**src/rtl/seq_match_pkg.sv**
```systemverilog
package seq_match_pkg;
  localparam int unsigned SYM_W   = 8;
  localparam int unsigned STAGE_W = 12;
  localparam logic [SYM_W-1:0] SYM_SET_DELIM = 8'd253;
  localparam logic [SYM_W-1:0] SYM_SEQ_DELIM = 8'd254;
  localparam logic [SYM_W-1:0] SYM_END       = 8'd255;

  function automatic int unsigned cnt_width(int unsigned thr_w);
    return ((thr_w + STAGE_W - 1) / STAGE_W) * STAGE_W;
  endfunction
endpackage

```
**src/rtl/seq_slot_chain.sv**
```systemverilog
module seq_slot_chain
  import seq_match_pkg::*;
#(
  parameter int unsigned SLOTS = 8,
  localparam int unsigned IDX_W = $clog2(SLOTS)
) (
  input  logic                         clk_i,
  input  logic                         rst_ni,
  input  logic                         valid_i,
  input  logic [SYM_W-1:0]             sym_i,
  input  logic [SLOTS-1:0][SYM_W-1:0]  slot_sym_i,
  input  logic [IDX_W-1:0]             entry_i,
  output logic                         hit_o,
  output logic [SLOTS-1:0]             wait_o
);
  logic [SLOTS-1:0] wait_q, wait_step, adv, keep, first_set;
  logic             done_q;
  logic             seq_close, stream_end;

  assign seq_close  = valid_i && (sym_i == SYM_SEQ_DELIM);
  assign stream_end = valid_i && (sym_i == SYM_END);
  assign hit_o      = seq_close && done_q;
  assign wait_o     = wait_q;

  always_comb begin
    for (int j = 0; j < SLOTS; j++) begin
      // first slot of a candidate itemset may wait across input itemsets
      first_set[j] = (IDX_W'(j) == entry_i) ||
                     ((j > 0) && (slot_sym_i[(j > 0) ? j-1 : 0] == SYM_SET_DELIM));
      adv[j]       = wait_q[j] && (sym_i == slot_sym_i[j]);
      keep[j]      = wait_q[j] && (first_set[j] || (sym_i != SYM_SET_DELIM));
    end
    wait_step = keep | {adv[SLOTS-2:0], 1'b0};
  end

  always_ff @(posedge clk_i or negedge rst_ni) begin
    if (!rst_ni) begin
      wait_q <= '0;
      done_q <= 1'b0;
    end else if (valid_i) begin
      if (seq_close) begin
        wait_q <= SLOTS'(1) << entry_i;
        done_q <= 1'b0;
      end else if (stream_end) begin
        wait_q <= '0;
        done_q <= 1'b0;
      end else begin
        wait_q <= wait_step;
        done_q <= done_q | adv[SLOTS-1];
      end
    end
  end
endmodule

```
**src/rtl/seq_support_ctr.sv**
```systemverilog
module seq_support_ctr
  import seq_match_pkg::*;
#(
  parameter int unsigned THR_W = 16,
  localparam int unsigned NSTAGE = (THR_W + STAGE_W - 1) / STAGE_W,
  localparam int unsigned CNT_W  = NSTAGE * STAGE_W
) (
  input  logic             clk_i,
  input  logic             rst_ni,
  input  logic             clr_i,
  input  logic             inc_i,
  output logic [CNT_W-1:0] count_o
);
  logic [NSTAGE:0] carry;
  assign carry[0] = inc_i;

  for (genvar s = 0; s < NSTAGE; s++) begin : g_stage
    logic [STAGE_W-1:0] q_q;
    assign carry[s+1] = carry[s] && (&q_q);
    assign count_o[s*STAGE_W +: STAGE_W] = q_q;
    always_ff @(posedge clk_i or negedge rst_ni) begin
      if (!rst_ni)       q_q <= '0;
      else if (clr_i)    q_q <= '0;
      else if (carry[s]) q_q <= q_q + STAGE_W'(1);
    end
  end
endmodule

```
**src/rtl/seq_pattern_counter.sv**
```systemverilog
module seq_pattern_counter
  import seq_match_pkg::*;
#(
  parameter int unsigned SLOTS = 8,
  parameter int unsigned THR_W = 16,
  localparam int unsigned IDX_W  = $clog2(SLOTS),
  localparam int unsigned ADDR_W = $clog2(SLOTS + 2),
  localparam int unsigned CNT_W  = cnt_width(THR_W)
) (
  input  logic              clk_i,
  input  logic              rst_ni,
  input  logic              cfg_we_i,
  input  logic [ADDR_W-1:0] cfg_addr_i,
  input  logic [THR_W-1:0]  cfg_data_i,
  input  logic              sym_valid_i,
  input  logic [SYM_W-1:0]  sym_i,
  output logic              report_o,
  output logic              frequent_o,
  output logic [CNT_W-1:0]  support_o
);
  logic [SLOTS-1:0][SYM_W-1:0] slot_q;
  logic [IDX_W-1:0]            entry_q;
  logic [THR_W-1:0]            thr_q;
  logic [CNT_W-1:0]            live_count;
  logic [SLOTS-1:0]            slot_wait;
  logic                        seq_hit, eod;

  assign eod = sym_valid_i && (sym_i == SYM_END);

  always_ff @(posedge clk_i or negedge rst_ni) begin
    if (!rst_ni) begin
      slot_q  <= {SLOTS{SYM_END}};
      entry_q <= '0;
      thr_q   <= '0;
    end else if (cfg_we_i) begin
      for (int j = 0; j < SLOTS; j++)
        if (cfg_addr_i == ADDR_W'(j)) slot_q[j] <= cfg_data_i[SYM_W-1:0];
      if (cfg_addr_i == ADDR_W'(SLOTS))     entry_q <= cfg_data_i[IDX_W-1:0];
      if (cfg_addr_i == ADDR_W'(SLOTS + 1)) thr_q   <= cfg_data_i;
    end
  end

  seq_slot_chain #(.SLOTS(SLOTS)) u_chain (
    .clk_i      (clk_i),
    .rst_ni     (rst_ni),
    .valid_i    (sym_valid_i),
    .sym_i      (sym_i),
    .slot_sym_i (slot_q),
    .entry_i    (entry_q),
    .hit_o      (seq_hit),
    .wait_o     (slot_wait)
  );

  seq_support_ctr #(.THR_W(THR_W)) u_ctr (
    .clk_i   (clk_i),
    .rst_ni  (rst_ni),
    .clr_i   (eod),
    .inc_i   (seq_hit),
    .count_o (live_count)
  );

  // deferred report: decided only when the stream ends
  always_ff @(posedge clk_i or negedge rst_ni) begin
    if (!rst_ni) begin
      report_o   <= 1'b0;
      frequent_o <= 1'b0;
      support_o  <= '0;
    end else begin
      report_o <= eod;
      if (eod) begin
        frequent_o <= (live_count >= CNT_W'(thr_q));
        support_o  <= live_count;
      end
    end
  end
endmodule

```
**config.mk**
```make
export PLATFORM = sky130hd
export DESIGN_NAME = seq_pattern_counter
export DESIGN_NICKNAME = d
export VERILOG_FILES = /design/src/rtl/seq_match_pkg.sv /design/src/rtl/seq_slot_chain.sv /design/src/rtl/seq_support_ctr.sv /design/src/rtl/seq_pattern_counter.sv
export SDC_FILE = /design/constraint.sdc
export NUM_CORES = 1
export LEC_CHECK = 0
export ABC_CLOCK_PERIOD_IN_PS = 5400
export BUFFER_PORTS_ARGS = -buffer_cell sky130_fd_sc_hd__buf_2
export CORE_ASPECT_RATIO = 0.9
export CORE_UTILIZATION = 45
export CTS_BUF_LIST = sky130_fd_sc_hd__clkbuf_4
export CTS_CLUSTER_DIAMETER = 120
export DETAILED_ROUTE_END_ITERATION = 10
export GPL_TIMING_DRIVEN = 0
export SYNTH_ARGS = -nofsm -noshare
export SYNTH_HDL_FRONTEND = slang
export SYNTH_SLANG_ARGS = --single-unit
```
**constraint.sdc**
```tcl
create_clock -name clk_i -period 5.4 [get_ports clk_i]
set_input_delay 1.08 -clock clk_i [delete_from_list [all_inputs] [get_ports clk_i]]
set_output_delay 1.08 -clock clk_i [all_outputs]
set_load 0.05 [all_outputs]
```
==> results of run 1 <==
[power groups by stage]
| stage | combinational (mW) | clock [mW] | sequential, mW |
|---|---|---|---|
| final | 0.417 | 0.855 | 1.42 |
| after global routing | 0.466 | 0.917 | 1.44 |
| after floorplan | 0.309 | 0 | 1.40 |
| after global placement | 0.398 | 0 | 1.42 |
| after detailed placement | 0.418 | 0 | 1.43 |
| after CTS | 0.421 | 0.873 | 1.41 |
[critical path, stage by stage]
cell and delay, ns:
buf_4 0.25, nand4_4 0.20, nor3_2 0.50, nand2_1 0.13, inv_1 0.08, buf_2 0.22, buf_2 0.28, nor2_1 0.07
[layout make-up]
type / instances / share of cell area
flip-flops and latches: 142 / 0.447
plain buffers: 28 / 0.0185
clock inverters: 15 / 0.0300
inverters: 22 / 0.0102
multi-input cells: 477 / 0.416
clock buffers: 17 / 0.0157
repair buffers: 47 / 0.0325
well taps: 202 / 0.0311
[metal layers]
layer | vias to the layer above | track usage | routed length [um]
met4 | 0 | 0.0674 | 247
li1 | 2475 | - | -
met1 | 2675 | 0.332 | 8920
met5 | - | 0 | 0
met2 | 116 | 0.350 | 8000
met3 | 25 | 0.0537 | 801
[cell families after synthesis]
logic type      after synthesis  synth area share
compound gates               68            0.0604
fa+ha+maj                    18            0.0311
buf+inv                      50            0.0321
simple gates                238             0.166
flops                       142             0.501
xor+xnor                     84             0.102
mux                          69             0.107
[worst max path at each step]
stage / slack [ns] / cells past startpoint / to / startpoint
after floorplan: 2.92 / 6 / u_ctr.g_stage[1].q_q[5] / sym_i[0]
after global placement: 1.30 / 1 / support_o[9] / rst_ni
after detailed placement: 2.44 / 8 / support_o[19] / sym_i[4]
after CTS: 3.03 / 8 / u_ctr.g_stage[1].q_q[11] / sym_i[4]
after global routing: 2.88 / 8 / support_o[22] / sym_i[4]
final: 3.01 / 8 / u_ctr.g_stage[0].q_q[5] / sym_i[4]
[synth_stat cells, drive strengths merged, types with 3 or more instances]
cell type / number
o21ai: 28
and3: 6
nand4b: 9
or3: 3
nor3: 10
o211ai: 3
nand2: 102
and2: 5
o2bb2ai: 4
o2111ai: 4
nand3b: 4
xor2: 66
clkbuf: 11
a21oi: 11
nor2: 35
dfstp: 64
nor4: 13
xnor2: 18
mux2: 68
ha: 18
nand4: 30
buf: 17
nand3: 12
dfrtp: 78
inv: 22
[sequential cells by signal, summed over array words and instances, names as in the netlist]
| register | flops |
|---|---|
| slot_q | 64 |
| entry_q | 3 |
| u_chain.done_q | 1 |
| report_o | 1 |
| frequent_o | 1 |
| u_ctr.g_stage.q_q | 24 |
| u_chain.wait_o | 8 |
| thr_q | 16 |
| support_o | 24 |
[through the flow]
| step | total power, mW | std cells | instance area [um2] |
|---|---|---|---|
| final | 2.69 | 950 | 8140 |
| after global routing | 2.82 | 950 | 8140 |
| after CTS | 2.71 | 950 | 8140 |
| after detailed placement | 1.85 | 918 | 7760 |
| after global placement | 1.82 | 917 | 7730 |
| after floorplan | 1.71 | 669 | 7250 |
==> flow_results.xml, run 1 <==
<?xml version="1.0" encoding="UTF-8"?>
<metrics>
  <group name="timing">
    <metric name="finalSetupViolCount" unit="">0</metric>
    <metric name="fmax" unit="MHz">418</metric>
    <metric name="holdWs" unit="ns">0.485</metric>
    <metric name="final-max-slew-violation-count" unit="">0</metric>
    <metric name="total_negative_setup_slack" unit="ns">0</metric>
    <metric name="period_needed" unit="ns">2.39</metric>
    <metric name="worst_slew_margin_rel" unit="">0.320</metric>
    <metric name="finalClockSkew" unit="ns">0.0250</metric>
    <metric name="hold_violations" unit="">0</metric>
    <metric name="setup_repair_after_global_routing_missed_its_margin" unit="">no</metric>
    <metric name="least_margin_pin_slew" unit="ns">1.01</metric>
    <metric name="final.setup.worst_slack" unit="ns">3.01</metric>
    <metric name="crit_share_post_route" unit="">0.443</metric>
  </group>
  <group name="clock_tree">
    <metric name="cts-buffers-inserted" unit="">17</metric>
    <metric name="worst_skew_pair.late_latency" unit="ns">0.55</metric>
    <metric name="clk_tree_root_cell" unit="">clkbuf_4</metric>
    <metric name="postCtsResizedCells" unit="">0</metric>
    <metric name="cts_tree" unit="">built</metric>
    <metric name="cts_htree_levels" unit="">4</metric>
    <metric name="clk_pin_slew_worst_paths" unit="ns">0.12</metric>
    <metric name="post_cts_hold_buffer_count" unit="">0</metric>
    <metric name="post_cts_setup_buffer_count" unit="">0</metric>
    <metric name="clock_net_sink_count" unit="">142</metric>
    <metric name="clk_path_buf_depth" unit="">2</metric>
  </group>
  <group name="hold_path">
    <metric name="endpoint_of_the_worst_hold_timing_path" unit="">support_o[17]</metric>
    <metric name="min-delay-path-class" unit="">register to register</metric>
    <metric name="hold-path-cell-count" unit="">2</metric>
    <metric name="hold_start" unit="">support_o[17]</metric>
  </group>
  <group name="detailed_routing">
    <metric name="num_vias" unit="">5291</metric>
    <metric name="routed_wl" unit="mm">18.0</metric>
    <metric name="drt_iter0_drc" unit="">385</metric>
    <metric name="post_drt_wl_per_cell" unit="um">18.9</metric>
    <metric name="drt_drc_violations_left" unit="">0</metric>
    <metric name="drt_pass1_iterations" unit="">4</metric>
    <metric name="routed_via_density" unit="">5.57</metric>
    <metric name="drtAntennaViolNets" unit="">0</metric>
  </group>
  <group name="grt">
    <metric name="pin_count_of_the_biggest_net_entering_global_routing" unit="">73</metric>
    <metric name="grt_overflow_total" unit="">0</metric>
    <metric name="grt_pass1_vias" unit="">5286</metric>
    <metric name="grt_pass1_wl" unit="mm">28.7</metric>
    <metric name="antenna_found_initial" unit="">0</metric>
    <metric name="grt.total_usage" unit="">0.232</metric>
  </group>
  <group name="die">
    <metric name="design.die.area" unit="um2">16600</metric>
    <metric name="placement_rows" unit="">43</metric>
    <metric name="initial_utilization" unit="">0.466</metric>
    <metric name="design.portCount" unit="">58</metric>
    <metric name="floorplan.die.width" unit="um">136</metric>
    <metric name="die-height" unit="um">122</metric>
    <metric name="core_region_area" unit="um2">15500</metric>
  </group>
  <group name="power">
    <metric name="netSwitchingPower" unit="uW">724</metric>
    <metric name="internal_power" unit="mW">1.97</metric>
    <metric name="p_leak" unit="nW">3.67</metric>
    <metric name="power.ir.vdd_worst" unit="mV">0.265</metric>
    <metric name="powerDensity" unit="nW/um2">331</metric>
    <metric name="pwr-share-clk" unit="">0.318</metric>
    <metric name="p_comb_frac" unit="">0.155</metric>
    <metric name="sw_frac_of_total" unit="">0.269</metric>
    <metric name="p_seq_frac" unit="">0.527</metric>
  </group>
  <group name="layout">
    <metric name="area.sequential" unit="um2">3630</metric>
    <metric name="final_net_count" unit="">785</metric>
    <metric name="mostFrequentLayoutCell" unit="">nand2_1</metric>
    <metric name="fraction_of_layout_cells_with_a_size_suffix_above_1" unit="">0.311</metric>
    <metric name="multi_input_comb_area" unit="um2">3380</metric>
    <metric name="filler_cell_count" unit="">1360</metric>
    <metric name="area_delta_synth_final" unit="%">12.3</metric>
    <metric name="mostFrequentLayoutCells" unit="">nand2_1 (102), dfrtp_1 (78), mux2_2 (68), xor2_1 (66), dfstp_2 (64)</metric>
    <metric name="diodes_inserted" unit="">0</metric>
    <metric name="final_util" unit="">0.523</metric>
  </group>
  <group name="placed_design">
    <metric name="gp_routability_congestion" unit="">0.855</metric>
    <metric name="detailedPlace.worstSlack" unit="ns">2.44</metric>
    <metric name="hpwl" unit="mm">12.5</metric>
    <metric name="count_of_input_and_output_buffers" unit="">46</metric>
  </group>
  <group name="setup_path">
    <metric name="timing.rr.end" unit="">frequent_o</metric>
    <metric name="reg2reg_depth" unit="">7</metric>
    <metric name="setup.reg_to_reg.worst_slack" unit="ns">3.15</metric>
    <metric name="r2r-start" unit="">u_ctr.g_stage[0].q_q[0]</metric>
    <metric name="worstSetupEndpointType" unit="">register</metric>
    <metric name="start_kind" unit="">input port</metric>
    <metric name="setup.worst_path.class" unit="">input port to register</metric>
    <metric name="worstPathArrival" unit="ns">2.82</metric>
    <metric name="required" unit="ns">5.83</metric>
    <metric name="timing.critical_path.fanout_max" unit="">10</metric>
  </group>
  <group name="yosys">
    <metric name="synth_seq_cells" unit="">142</metric>
    <metric name="synthArstFlopShare" unit="">1.00</metric>
    <metric name="yosys-top-cells-area" unit="">dfrtp_1 (27%), dfstp_2 (23%), mux2_2 (11%)</metric>
    <metric name="number_of_flops_mapped_to_enable_cells_by_yosys" unit="">0</metric>
    <metric name="postSynth.topFlopCell" unit="">dfrtp_1</metric>
    <metric name="ys_seq_area_frac" unit="">0.501</metric>
    <metric name="synth_top_area_share" unit="">0.269</metric>
    <metric name="post_synth.cell_area_avg" unit="um2">10.8</metric>
    <metric name="yosysTopAreaCell" unit="">dfrtp_1</metric>
    <metric name="post_synth_net_total" unit="">719</metric>
    <metric name="synth.distinct_cells" unit="">55</metric>
    <metric name="synthesis.instances" unit="">669</metric>
    <metric name="netlist_area_pre_place" unit="um2">7250</metric>
    <metric name="total_number_of_yosys_warnings" unit="">0</metric>
  </group>
  <group name="outcome">
    <metric name="outcome" unit="">finished, final reports clean</metric>
  </group>
  <group name="flow_run">
    <metric name="cap_violations" unit="">0</metric>
  </group>
</metrics>
(Power assumes the default switching activity.)
==> run 2: changes to the inputs <==
Settings changed: ABC_CLOCK_PERIOD_IN_PS 5400 to 2000, PLACE_DENSITY from default to 0.65.
Clock period 5.4 ns to 2 ns, I/O delays scaled along.
==> flow_results.xml, run 2 (synthesis results as in run 1) <==
<?xml version="1.0" encoding="UTF-8"?>
<metrics>
  <group name="layout">
    <metric name="final_util" unit="">0.535</metric>
    <metric name="mostFrequentLayoutCell" unit="">nand2_1</metric>
    <metric name="largestRegisters" unit="">slot_q x64, support_o x24, u_ctr.g_stage.q_q x24</metric>
    <metric name="number_of_flip_flops_under_the_largest_register_name" unit="">64</metric>
    <metric name="mostFrequentLayoutCells" unit="">nand2_1 (102), dfrtp_1 (77), mux2_2 (68), xor2_1 (66), dfstp_2 (64)</metric>
    <metric name="max_flop_register" unit="">slot_q</metric>
    <metric name="fraction_of_layout_cells_with_a_size_suffix_above_1" unit="">0.327</metric>
    <metric name="final_net_count" unit="">802</metric>
    <metric name="area_delta_synth_final" unit="%">14.8</metric>
  </group>
  <group name="hold_path">
    <metric name="endpoint_of_the_worst_hold_timing_path" unit="">thr_q[15]</metric>
    <metric name="hold_start" unit="">cfg_data_i[15]</metric>
    <metric name="min-delay-path-class" unit="">input port to register</metric>
    <metric name="hold-path-cell-count" unit="">3</metric>
  </group>
  <group name="setup_path">
    <metric name="crit_path_top_delay_cell" unit="">dfrtp_1</metric>
    <metric name="cpLargestDelayFamily" unit="">compound AO/OA/AOI/OAI gates</metric>
    <metric name="required" unit="ns">2.46</metric>
    <metric name="timing.rr.end" unit="">frequent_o</metric>
    <metric name="setup.worst_path.class" unit="">register to register</metric>
    <metric name="critPathBufInv" unit="">2</metric>
    <metric name="reg2reg_depth" unit="">8</metric>
    <metric name="setup.reg_to_reg.worst_slack" unit="ns">0.07</metric>
    <metric name="r2r-start" unit="">u_ctr.g_stage[0].q_q[0]</metric>
    <metric name="worstSetupEndpointType" unit="">register</metric>
    <metric name="worstPathArrival" unit="ns">2.39</metric>
    <metric name="timing.critical_path.fanout_max" unit="">2</metric>
    <metric name="start_kind" unit="">register</metric>
    <metric name="worstPathCellList" unit="">buf_4 &gt; inv_2 &gt; ha_1 &gt; or3b_4 &gt; o2111ai_2 &gt; a21oi_2 &gt; o41ai_2 &gt; a31oi_1</metric>
    <metric name="critical_path.max_stage_delay" unit="ns">0.41</metric>
  </group>
  <group name="timing">
    <metric name="final.setup.worst_slack" unit="ns">0.0740</metric>
    <metric name="least_margin_pin_slew" unit="ns">0.766</metric>
    <metric name="final-max-slew-violation-count" unit="">0</metric>
    <metric name="setup_repair_after_global_routing_missed_its_margin" unit="">yes</metric>
    <metric name="holdWs" unit="ns">0.0609</metric>
    <metric name="period_needed" unit="ns">1.93</metric>
    <metric name="fmax" unit="MHz">519</metric>
    <metric name="worst_slew_margin_rel" unit="">0.489</metric>
    <metric name="finalSetupViolCount" unit="">0</metric>
    <metric name="hold_violations" unit="">0</metric>
    <metric name="finalClockSkew" unit="ns">0.0308</metric>
    <metric name="crit_share_post_route" unit="">0.963</metric>
  </group>
  <group name="power">
    <metric name="powerDensity" unit="nW/um2">865</metric>
    <metric name="power.ir.vdd_worst" unit="mV">0.604</metric>
    <metric name="fin_total_pwr" unit="mW">7.20</metric>
    <metric name="p_leak" unit="nW">3.76</metric>
  </group>
  <group name="die">
    <metric name="core_region_area" unit="um2">15500</metric>
    <metric name="initial_utilization" unit="">0.466</metric>
    <metric name="placement_rows" unit="">43</metric>
    <metric name="floorplan.die.width" unit="um">136</metric>
    <metric name="design.portCount" unit="">58</metric>
    <metric name="die-height" unit="um">122</metric>
    <metric name="design.die.area" unit="um2">16600</metric>
  </group>
  <group name="placed_design">
    <metric name="gp_routability_congestion" unit="">0.912</metric>
    <metric name="hpwl" unit="mm">12.2</metric>
    <metric name="detailedPlace.worstSlack" unit="ns">-0.249</metric>
    <metric name="count_of_input_and_output_buffers" unit="">46</metric>
  </group>
  <group name="detailed_routing">
    <metric name="drtAntennaViolNets" unit="">0</metric>
    <metric name="num_vias" unit="">5442</metric>
    <metric name="drt_drc_violations_left" unit="">0</metric>
    <metric name="routed_wl" unit="mm">17.8</metric>
    <metric name="drt_iter0_drc" unit="">464</metric>
    <metric name="post_drt_wl_per_cell" unit="um">18.4</metric>
    <metric name="routed_via_density" unit="">5.62</metric>
    <metric name="drt_pass1_iterations" unit="">6</metric>
  </group>
  <group name="flow_run">
    <metric name="cap_violations" unit="">0</metric>
  </group>
  <group name="grt">
    <metric name="grt_pass1_wl" unit="mm">28.5</metric>
    <metric name="grt_overflow_total" unit="">0</metric>
    <metric name="antenna_found_initial" unit="">0</metric>
    <metric name="grt_pass1_vias" unit="">5538</metric>
    <metric name="pin_count_of_the_biggest_net_entering_global_routing" unit="">89</metric>
    <metric name="grt.total_usage" unit="">0.229</metric>
  </group>
  <group name="clock_tree">
    <metric name="clk_pin_slew_worst_paths" unit="ns">0.14</metric>
    <metric name="clk_path_buf_depth" unit="">2</metric>
    <metric name="cts-buffers-inserted" unit="">17</metric>
    <metric name="worst_skew_pair.late_latency" unit="ns">0.58</metric>
    <metric name="clk_tree_root_cell" unit="">clkbuf_4</metric>
    <metric name="cts_tree" unit="">built</metric>
    <metric name="cts_htree_levels" unit="">4</metric>
    <metric name="clock_net_sink_count" unit="">142</metric>
  </group>
  <group name="outcome">
    <metric name="outcome" unit="">finished, final reports clean</metric>
  </group>
</metrics>
## run 2: how the worst max path moves through the flow
stage	slack, ns	endpoint	cells past startpoint	from
finish	0.07	frequent_o	8	u_ctr.g_stage[0].q_q[0]
CTS	-0.02	u_ctr.g_stage[1].q_q[5]	7	u_ctr.g_stage[0].q_q[0]
floorplan	0.17	frequent_o	7	u_ctr.g_stage[0].q_q[0]
detailed placement	-0.25	u_ctr.g_stage[0].q_q[3]	8	sym_i[4]
global route	-0.07	u_ctr.g_stage[1].q_q[9]	9	u_ctr.g_stage[0].q_q[0]
global placement	-1.34	support_o[11]	1	rst_ni
## run 2: layout make-up
| class | instances | area, um2 |
|---|---|---|
| multi-input combinational | 477 | 3430 |
| clock buffer | 18 | 135 |
| sequential | 142 | 3630 |
| tap | 202 | 253 |
| timing repair buffer | 64 | 415 |
| fill | 1378 | 7230 |
| antenna | 1 | 2.50 |
| buffer | 28 | 150 |
| clock inverter | 14 | 215 |
| inverter | 22 | 82.6 |
## run 2: layer usage
metal	up-vias	GRT usage	wire length, um
met2	160	0.348	8090
met5	-	0	0
met1	2724	0.310	8230
met4	0	0.110	594
met3	54	0.0508	890
li1	2504	-	-
## run 2: what timing repair did
| item | CTS | global route |
|---|---|---|
| setup buffers | 6 | 3 |
| hold endpoints to repair | 25 | 0 |
| pin swaps | 4 | 7 |
| setup endpoints to repair | 9 | 12 |
| hold buffers | 8 | 0 |
| gates resized for setup | 6 | 5 |
## run 2: power by group
| part | internal (mW) | total [mW] | switching, mW |
|---|---|---|---|
| combinational | 0.584 | 1.16 | 0.572 |
| sequential | 3.50 | 3.82 | 0.323 |
| clock | 1.13 | 2.22 | 1.09 |
| total | 5.21 | 7.20 | 1.98 |
## run 2: worst register-to-register path: cells and delay by family, from the launching register on
kind,cells,cell delay (ns)
and+or+nand+nor,1,0.37
DFF,1,0.41
AOI/OAI and AO/OA,4,0.62
adders and majority gates,1,0.22
buffers and inverters,2,0.21
## run 2: stage by stage
step                instances  setup TNS, ns  cell area, um2
floorplan                 669              0            7250
global placement          917        -151.32            7730
finish                    968              0            8320
global route              967         -0.145            8310
CTS                       964        -0.0207            8270
detailed placement        918         -12.99            7760
